File: config.mk
export PLATFORM = sky130hd
export DESIGN_NAME = load_queue
export DESIGN_NICKNAME = d
export VERILOG_FILES = /design/src/rtl/lq_pkg.sv /design/src/rtl/lq_entry_array.sv /design/src/rtl/lq_commit_scan.sv /design/src/rtl/lq_ctrl.sv /design/src/rtl/load_queue.sv
export SDC_FILE = /design/constraint.sdc
export NUM_CORES = 1
export LEC_CHECK = 0
export BUFFER_PORTS_ARGS = -buffer_cell sky130_fd_sc_hd__clkbuf_2
export CORE_MARGIN = 8
export CORE_UTILIZATION = 55
export DETAILED_ROUTE_END_ITERATION = 10
export PLACE_DENSITY = 0.79
export SYNTH_ARGS = -nofsm -noshare
export SYNTH_HDL_FRONTEND = slang
export SYNTH_SLANG_ARGS = --single-unit
File: constraint.sdc
create_clock -name clk -period 9.21 [get_ports clk]
set_input_delay 0.4605 -clock clk [delete_from_list [all_inputs] [get_ports clk]]
set_output_delay 0.4605 -clock clk [all_outputs]
set_load 0.02 [all_outputs]
File: src/rtl/lq_pkg.sv
package lq_pkg;

   typedef enum logic {
      KILL_IDLE = 1'b0,
      KILL_WALK = 1'b1
   } kill_state_e;

   // advance a ring index by k slots (k never exceeds the ring size)
   function automatic int ring_fwd(int idx, int k, int slots);
      int s;
      s = idx + k;
      if (s >= slots) s = s - slots;
      return s;
   endfunction

   // step a ring index back by one slot
   function automatic int ring_back(int idx, int slots);
      return (idx == 0) ? slots - 1 : idx - 1;
   endfunction

endpackage

File: src/rtl/lq_entry_array.sv
module lq_entry_array #(
   parameter int SLOTS    = 9,
   parameter int SEQ_W    = 16,
   parameter int ST_IDX_W = 3,
   localparam int IDX_W   = $clog2(SLOTS)
) (
   input  logic                      clk,
   input  logic                      rst_n,
   input  logic                      wr_en,
   input  logic [IDX_W-1:0]          wr_idx,
   input  logic [SEQ_W-1:0]          wr_seq,
   input  logic [ST_IDX_W-1:0]       wr_st_idx,
   input  logic                      wr_st_none,
   input  logic [SLOTS-1:0]          clr_mask,
   output logic [SLOTS-1:0]          valid_o,
   output logic [SLOTS*SEQ_W-1:0]    seq_o,
   output logic [SLOTS*ST_IDX_W-1:0] st_idx_o,
   output logic [SLOTS-1:0]          st_none_o
);

   for (genvar i = 0; i < SLOTS; i++) begin : g_slot
      logic hit;
      assign hit = wr_en && (wr_idx == IDX_W'(i));

      always_ff @(posedge clk) begin
         if (!rst_n) begin
            valid_o[i] <= 1'b0;
         end else if (clr_mask[i]) begin
            valid_o[i] <= 1'b0;
         end else if (hit) begin
            valid_o[i] <= 1'b1;
         end
      end

      always_ff @(posedge clk) begin
         if (!rst_n) begin
            seq_o[i*SEQ_W +: SEQ_W]          <= '0;
            st_idx_o[i*ST_IDX_W +: ST_IDX_W] <= '0;
            st_none_o[i]                     <= 1'b1;
         end else if (hit) begin
            seq_o[i*SEQ_W +: SEQ_W]          <= wr_seq;
            st_idx_o[i*ST_IDX_W +: ST_IDX_W] <= wr_st_idx;
            st_none_o[i]                     <= wr_st_none;
         end
      end
   end

endmodule

File: src/rtl/lq_commit_scan.sv
module lq_commit_scan #(
   parameter int SLOTS    = 9,
   parameter int DEPTH    = 8,
   parameter int COMMIT_W = 2,
   parameter int SEQ_W    = 16,
   localparam int IDX_W   = $clog2(SLOTS),
   localparam int CNT_W   = $clog2(DEPTH + 1),
   localparam int RET_W   = $clog2(COMMIT_W + 1)
) (
   input  logic                   cmt_en,
   input  logic [IDX_W-1:0]       head,
   input  logic [CNT_W-1:0]       count,
   input  logic [SLOTS*SEQ_W-1:0] seq_flat,
   input  logic [SEQ_W-1:0]       cmt_seq,
   output logic [RET_W-1:0]       n_ret
);

   if (COMMIT_W == 1) begin : g_single
      logic [SEQ_W-1:0] head_seq;
      assign head_seq = seq_flat[int'(head)*SEQ_W +: SEQ_W];
      assign n_ret    = RET_W'(cmt_en && (count != '0) && (head_seq <= cmt_seq));
   end else begin : g_multi
      logic [COMMIT_W:0] run;
      assign run[0] = cmt_en;

      for (genvar k = 0; k < COMMIT_W; k++) begin : g_lane
         logic [IDX_W-1:0] slot_k;
         logic [SEQ_W-1:0] seq_k;
         assign slot_k   = IDX_W'(lq_pkg::ring_fwd(int'(head), k, SLOTS));
         assign seq_k    = seq_flat[int'(slot_k)*SEQ_W +: SEQ_W];
         assign run[k+1] = run[k] && (CNT_W'(k) < count) && (seq_k <= cmt_seq);
      end

      always_comb begin
         n_ret = '0;
         for (int k = 1; k <= COMMIT_W; k++) begin
            n_ret = n_ret + RET_W'(run[k]);
         end
      end
   end

endmodule

File: src/rtl/lq_ctrl.sv
module lq_ctrl #(
   parameter int SLOTS    = 9,
   parameter int DEPTH    = 8,
   parameter int COMMIT_W = 2,
   parameter int SEQ_W    = 16,
   localparam int IDX_W   = $clog2(SLOTS),
   localparam int CNT_W   = $clog2(DEPTH + 1),
   localparam int RET_W   = $clog2(COMMIT_W + 1)
) (
   input  logic                   clk,
   input  logic                   rst_n,
   input  logic                   ins_valid,
   input  logic                   cmt_valid,
   input  logic                   kill_req,
   input  logic [SEQ_W-1:0]       kill_seq,
   input  logic                   blk_set,
   input  logic [SEQ_W-1:0]       blk_seq,
   input  logic [SLOTS*SEQ_W-1:0] seq_flat,
   input  logic [RET_W-1:0]       n_ret,
   output logic                   cmt_en,
   output logic                   ins_acc,
   output logic                   ins_err,
   output logic [IDX_W-1:0]       head,
   output logic [IDX_W-1:0]       tail,
   output logic [CNT_W-1:0]       count,
   output logic [SLOTS-1:0]       clr_mask,
   output logic                   kill_busy,
   output logic                   blk_pending
);

   lq_pkg::kill_state_e state, state_n;
   logic [SEQ_W-1:0] kill_num;
   logic [SEQ_W-1:0] blk_num;
   logic [IDX_W-1:0] last;
   logic [SEQ_W-1:0] last_seq;
   logic             walk, pop_now, idle_ok;
   logic [IDX_W-1:0] head_n, tail_n;
   logic [CNT_W-1:0] count_n;

   assign last     = IDX_W'(lq_pkg::ring_back(int'(tail), SLOTS));
   assign last_seq = seq_flat[int'(last)*SEQ_W +: SEQ_W];
   assign walk     = (state == lq_pkg::KILL_WALK) && !kill_req;
   assign pop_now  = walk && (count != '0) && (last_seq > kill_num);
   assign idle_ok  = (state == lq_pkg::KILL_IDLE) && !kill_req;
   assign ins_acc  = ins_valid && idle_ok && (count != CNT_W'(DEPTH));
   assign ins_err  = ins_valid && !ins_acc;
   assign cmt_en   = cmt_valid && idle_ok;
   assign kill_busy = (state == lq_pkg::KILL_WALK);

   always_comb begin
      state_n = state;
      if (kill_req)             state_n = lq_pkg::KILL_WALK;
      else if (walk && !pop_now) state_n = lq_pkg::KILL_IDLE;
   end

   always_comb begin
      head_n = IDX_W'(lq_pkg::ring_fwd(int'(head), int'(n_ret), SLOTS));
      if (ins_acc)      tail_n = IDX_W'(lq_pkg::ring_fwd(int'(tail), 1, SLOTS));
      else if (pop_now) tail_n = last;
      else              tail_n = tail;
      count_n = count + CNT_W'(ins_acc) - CNT_W'(n_ret) - CNT_W'(pop_now);
   end

   always_comb begin
      clr_mask = '0;
      for (int j = 0; j < COMMIT_W; j++) begin
         if (j < int'(n_ret)) clr_mask[lq_pkg::ring_fwd(int'(head), j, SLOTS)] = 1'b1;
      end
      if (pop_now) clr_mask[last] = 1'b1;
   end

   always_ff @(posedge clk) begin
      if (!rst_n) begin
         state    <= lq_pkg::KILL_IDLE;
         kill_num <= '0;
         head     <= '0;
         tail     <= '0;
         count    <= '0;
      end else begin
         state <= state_n;
         if (kill_req) kill_num <= kill_seq;
         head  <= head_n;
         tail  <= tail_n;
         count <= count_n;
      end
   end

   always_ff @(posedge clk) begin
      if (!rst_n) begin
         blk_pending <= 1'b0;
         blk_num     <= '0;
      end else if (blk_set) begin
         blk_pending <= 1'b1;
         blk_num     <= blk_seq;
      end else if (kill_req && blk_pending && (kill_seq < blk_num)) begin
         blk_pending <= 1'b0;
      end
   end

endmodule

File: src/rtl/load_queue.sv
module load_queue #(
   parameter int LQ_DEPTH = 8,
   parameter int ST_DEPTH = 6,
   parameter int SEQ_W    = 16,
   parameter int COMMIT_W = 2,
   localparam int SLOTS    = LQ_DEPTH + 1,
   localparam int IDX_W    = $clog2(SLOTS),
   localparam int CNT_W    = $clog2(LQ_DEPTH + 1),
   localparam int ST_IDX_W = $clog2(ST_DEPTH + 1),
   localparam int ST_CNT_W = $clog2(ST_DEPTH + 1),
   localparam int FREE_W   = $clog2(((LQ_DEPTH > ST_DEPTH) ? LQ_DEPTH : ST_DEPTH) + 1),
   localparam int RET_W    = $clog2(COMMIT_W + 1)
) (
   input  logic                      clk,
   input  logic                      rst_n,
   input  logic                      ins_valid,
   input  logic [SEQ_W-1:0]          ins_seq,
   output logic [IDX_W-1:0]          ins_slot,
   output logic [ST_IDX_W-1:0]       ins_st_idx,
   output logic                      ins_st_none,
   output logic                      ins_err,
   input  logic [ST_IDX_W-1:0]       st_tail,
   input  logic [ST_CNT_W-1:0]       st_count,
   input  logic                      cmt_valid,
   input  logic [SEQ_W-1:0]          cmt_seq,
   input  logic                      kill_req,
   input  logic [SEQ_W-1:0]          kill_seq,
   output logic                      kill_busy,
   input  logic                      blk_set,
   input  logic [SEQ_W-1:0]          blk_seq,
   output logic                      blk_pending,
   output logic [CNT_W-1:0]          lq_count,
   output logic [FREE_W-1:0]         free_cnt,
   output logic [SLOTS-1:0]          ent_valid,
   output logic [SLOTS*SEQ_W-1:0]    ent_seq,
   output logic [SLOTS*ST_IDX_W-1:0] ent_st_idx,
   output logic [SLOTS-1:0]          ent_st_none
);

   if (LQ_DEPTH < 2) begin : g_bad_depth
      $error("load_queue: LQ_DEPTH must be at least 2");
   end
   if (ST_DEPTH < 1) begin : g_bad_st
      $error("load_queue: ST_DEPTH must be at least 1");
   end
   if (COMMIT_W < 1 || COMMIT_W > LQ_DEPTH) begin : g_bad_cw
      $error("load_queue: COMMIT_W must lie in 1..LQ_DEPTH");
   end
   if (SEQ_W < 2) begin : g_bad_seq
      $error("load_queue: SEQ_W must be at least 2");
   end

   logic             cmt_en, ins_acc;
   logic [IDX_W-1:0] head, tail;
   logic [SLOTS-1:0] clr_mask;
   logic [RET_W-1:0] n_ret;
   logic [FREE_W-1:0] lq_free, st_free;

   assign ins_slot    = tail;
   assign ins_st_none = (st_count == '0);
   assign ins_st_idx  = ins_st_none ? '0 : st_tail;

   assign lq_free  = FREE_W'(LQ_DEPTH) - FREE_W'(lq_count);
   assign st_free  = FREE_W'(ST_DEPTH) - FREE_W'(st_count);
   assign free_cnt = (lq_free < st_free) ? lq_free : st_free;

   lq_ctrl #(
      .SLOTS(SLOTS), .DEPTH(LQ_DEPTH), .COMMIT_W(COMMIT_W), .SEQ_W(SEQ_W)
   ) u_ctrl (
      .clk(clk), .rst_n(rst_n),
      .ins_valid(ins_valid), .cmt_valid(cmt_valid),
      .kill_req(kill_req), .kill_seq(kill_seq),
      .blk_set(blk_set), .blk_seq(blk_seq),
      .seq_flat(ent_seq), .n_ret(n_ret),
      .cmt_en(cmt_en), .ins_acc(ins_acc), .ins_err(ins_err),
      .head(head), .tail(tail), .count(lq_count),
      .clr_mask(clr_mask), .kill_busy(kill_busy), .blk_pending(blk_pending)
   );

   lq_commit_scan #(
      .SLOTS(SLOTS), .DEPTH(LQ_DEPTH), .COMMIT_W(COMMIT_W), .SEQ_W(SEQ_W)
   ) u_scan (
      .cmt_en(cmt_en), .head(head), .count(lq_count),
      .seq_flat(ent_seq), .cmt_seq(cmt_seq), .n_ret(n_ret)
   );

   lq_entry_array #(
      .SLOTS(SLOTS), .SEQ_W(SEQ_W), .ST_IDX_W(ST_IDX_W)
   ) u_array (
      .clk(clk), .rst_n(rst_n),
      .wr_en(ins_acc), .wr_idx(tail), .wr_seq(ins_seq),
      .wr_st_idx(ins_st_idx), .wr_st_none(ins_st_none),
      .clr_mask(clr_mask),
      .valid_o(ent_valid), .seq_o(ent_seq),
      .st_idx_o(ent_st_idx), .st_none_o(ent_st_none)
   );

endmodule

==> reports/metrics.yaml <==
worst_hold_path:
  hold_path_depth: 3
  hold_class: "input port to flop"
clock_network:
  clk_pin_slew_ns: 0.07
  h-tree-depth: 1
  tritoncts: "yes"
  cts_root_buf: "clkbuf_16"
  cts_sinks: 235
  cts_buffers: 26
  hold_buffers: 0
  ctsResizeCount: 0
  cts_max_path_buffers: 3
  cts_setup_buffers: 0
  clock_latency_ns: 0.56
place:
  place_area_mm2: 0.01732
  place.gp.congestion: 1.053
  dpl_worst_slack_ns: 1.454
  place_inst: 2554
  dpl.hpwl_um: 46340
  portBuffers: 283
global_routing:
  grt_pass1_vias: 15840
  grtUsageTotal_pct: 35.78
  grt_pass1_wl_um: 95450
  antenna_found_initial: 0
  overflow: 0
  grt_start_max_net_pins: 115
die:
  ios: 284
  die_h_um: 185.5
  core-area_mm2: 0.02847
  die_area_mm2: 0.03443
  die_w_um: 185.5
  initial_core_util_pct: 55.53
  std_cell_rows: 62
synth:
  synth_area_mm2: 0.01581
  synthArstFlopShare_pct: 0
  ys_seq_area_share_pct: 29.76
  ys_ff_latch: 235
  syn_avg_cell_area_um2: 7.853
  yosys_warnings: 0
  synth_cell_type_count: 81
  synth_ff_type: "dfxtp_1"
  synth_edf_count: 0
  syn-num-nets: 2183
  syn-instance-count: 2013
sta:
  fin_hold_ws_ns: 0.1684
  max_freq_mhz: 124.8
  slew_viol_final: 0
  fin_ws_ns: 1.196
  tightestPinTransition_ns: 1.368
  relSlewSlack_pct: 8.552
  tns_ns: 0
  rsz0062_at_grt: "false"
  min_period_over_period_pct: 87.02
  period_needed_ns: 8.014
  fin_skew_ns: 0.01810
  final_hold_viol_count: 0
  setup_violations: 0
worst_setup_path:
  path_class: "flop to flop"
  cp.required_ns: 9.66
  reg2reg_depth: 23
  end_kind: "flop"
  crit_path_start_kind: "flop"
  crit_arrival_ns: 8.47
  cp_max_fo: 38
power:
  pwr-share-comb_pct: 34.4
  p_sw_share_pct: 36.65
  leakagePower_nw: 7.505
  p_switching_mw: 1.215
  pwr-share-seq_pct: 32.5
  peakVddDrop_mv: 0.1801
  clkPwrFrac_pct: 33.1
  power.density_mw_per_mm2: 181.9
  power.total_mw: 3.314
  p_int_mw: 2.099
cells_and_area:
  nNetsFinal: 2368
  final_common_cell: "nand2_1"
  finalNonFillerCells: 2601
  area_growth_pct: 15.23
  final_area_mm2: 0.01822
  final_cell_mix: "nand2_1 (462), clkbuf_2 (282), dfxtp_1 (235)"
  drive_above_1_share_pct: 18.90
  postLayoutCoreUtil_pct: 63.98
  antennaDiodeCount: 0
route:
  wl_um: 64400
  vias: 16790
  wl_per_cell_um: 24.76
  drc: 0
  dr.pass1.iters: 8
  via_per_inst: 6.454
  ant_nets: 0
  drt_iter0_markers: 2640
run_status:
  status: "complete, no violations"
run:
  maxCapViolCount: 0
cells by family after synthesis:
kind of cell	count (synthesis)	synth area share [%]
compound gates	552	25.01
xor+xnor	14	0.8231
fa+ha+maj	94	7.630
buf+inv	236	6.205
flops	235	29.76
mux	127	9.442
simple gates	755	21.13
flip-flops by register name, summed over array words and instances (netlist names):
register	count
u_array.seq_o	144
u_array.st_idx_o	27
u_array.st_none_o	9
u_array.valid_o	9
u_ctrl.blk_num	16
u_ctrl.blk_pending	1
u_ctrl.count	4
u_ctrl.head	4
u_ctrl.kill_busy	1
u_ctrl.kill_num	16
u_ctrl.tail	4
layer usage:
metal | up-vias | wire [um] | global-route usage [%]
met3 | 219 | 8812 | 8.198
met2 | 1270 | 26820 | 53.00
met1 | 7814 | 25770 | 49.65
li1 | 7484 | - | -
met5 | - | 0 | 0
met4 | 0 | 2997 | 14.10
critical path, cell delays in order, from the launching register on:
cell	delay, ns
dfxtp_1	0.31
buf_4	0.27
inv_1	0.25
ha_1	0.37
nor3b_1	0.60
or2_2	0.84
nor2_1	0.08
buf_4	0.27
a221o_1	0.37
o21ai_0	0.29
a22oi_1	0.12
ha_1	0.34
nand4_1	0.12
or4_1	0.60
o2111a_1	0.34
o21ai_1	0.68
inv_1	0.21
fa_1	0.43
inv_1	0.08
fa_1	0.42
ha_1	0.22
fa_1	0.38
xnor2_1	0.13
and2_1	0.15
power groups by stage:
stage                     clock network [mW]  registers, mW  logic (mW)
after global routing                    1.14           1.08        1.22
final                                   1.10           1.08        1.14
after CTS                               1.09           1.08        1.10
after detailed placement                   0           1.10        1.09
after floorplan                            0           1.11       0.759
after global placement                     0           1.10        1.08
final cells by class:
type / count / area, um2
Clock buffer: 38 / 775.7
Clock inverter: 9 / 117.6
Fill cell: 2505 / 10250
Inverter: 75 / 281.5
Multi-Input combinational cell: 1542 / 10160
Sequential cell: 235 / 4705
Tap cell: 384 / 480.5
Timing Repair Buffer: 318 / 1694
cells in the mapped netlist (32+ instances only):
cell type  count  area, um2
a21boi_0     146       1096
a21oi_1       71      355.3
a221o_1       46      460.4
buf_2         39      195.2
clkbuf_1     107      401.6
dfxtp_1      235       4705
ha_1          90       1126
inv_1         74      277.8
mux2i_1       94      940.9
nand2_1      462       1734
nand3_1       32      160.2
nor2_1       100      375.4
nor2b_1       52      325.3
o21ai_0       91      455.4
o22ai_1       36      225.2
path summary, 6_finish.rpt:
check / startpoint / end / slack (ns)
hold reg to reg: u_array.st_none_o[7]$_SDFFE_PN1P_ / u_array.st_none_o[7]$_SDFFE_PN1P_ / 0.49
hold / removal: blk_seq[13] / u_ctrl.blk_num[13]$_SDFFE_PN0P_ / 0.17
setup / recovery: u_ctrl.tail[0]$_SDFFE_PN0P_ / u_ctrl.count[3]$_SDFF_PN0_ / 1.20
setup reg to reg: u_ctrl.tail[0]$_SDFFE_PN0P_ / u_ctrl.count[3]$_SDFF_PN0_ / 1.20
Power figures use the tool's default switching activity.
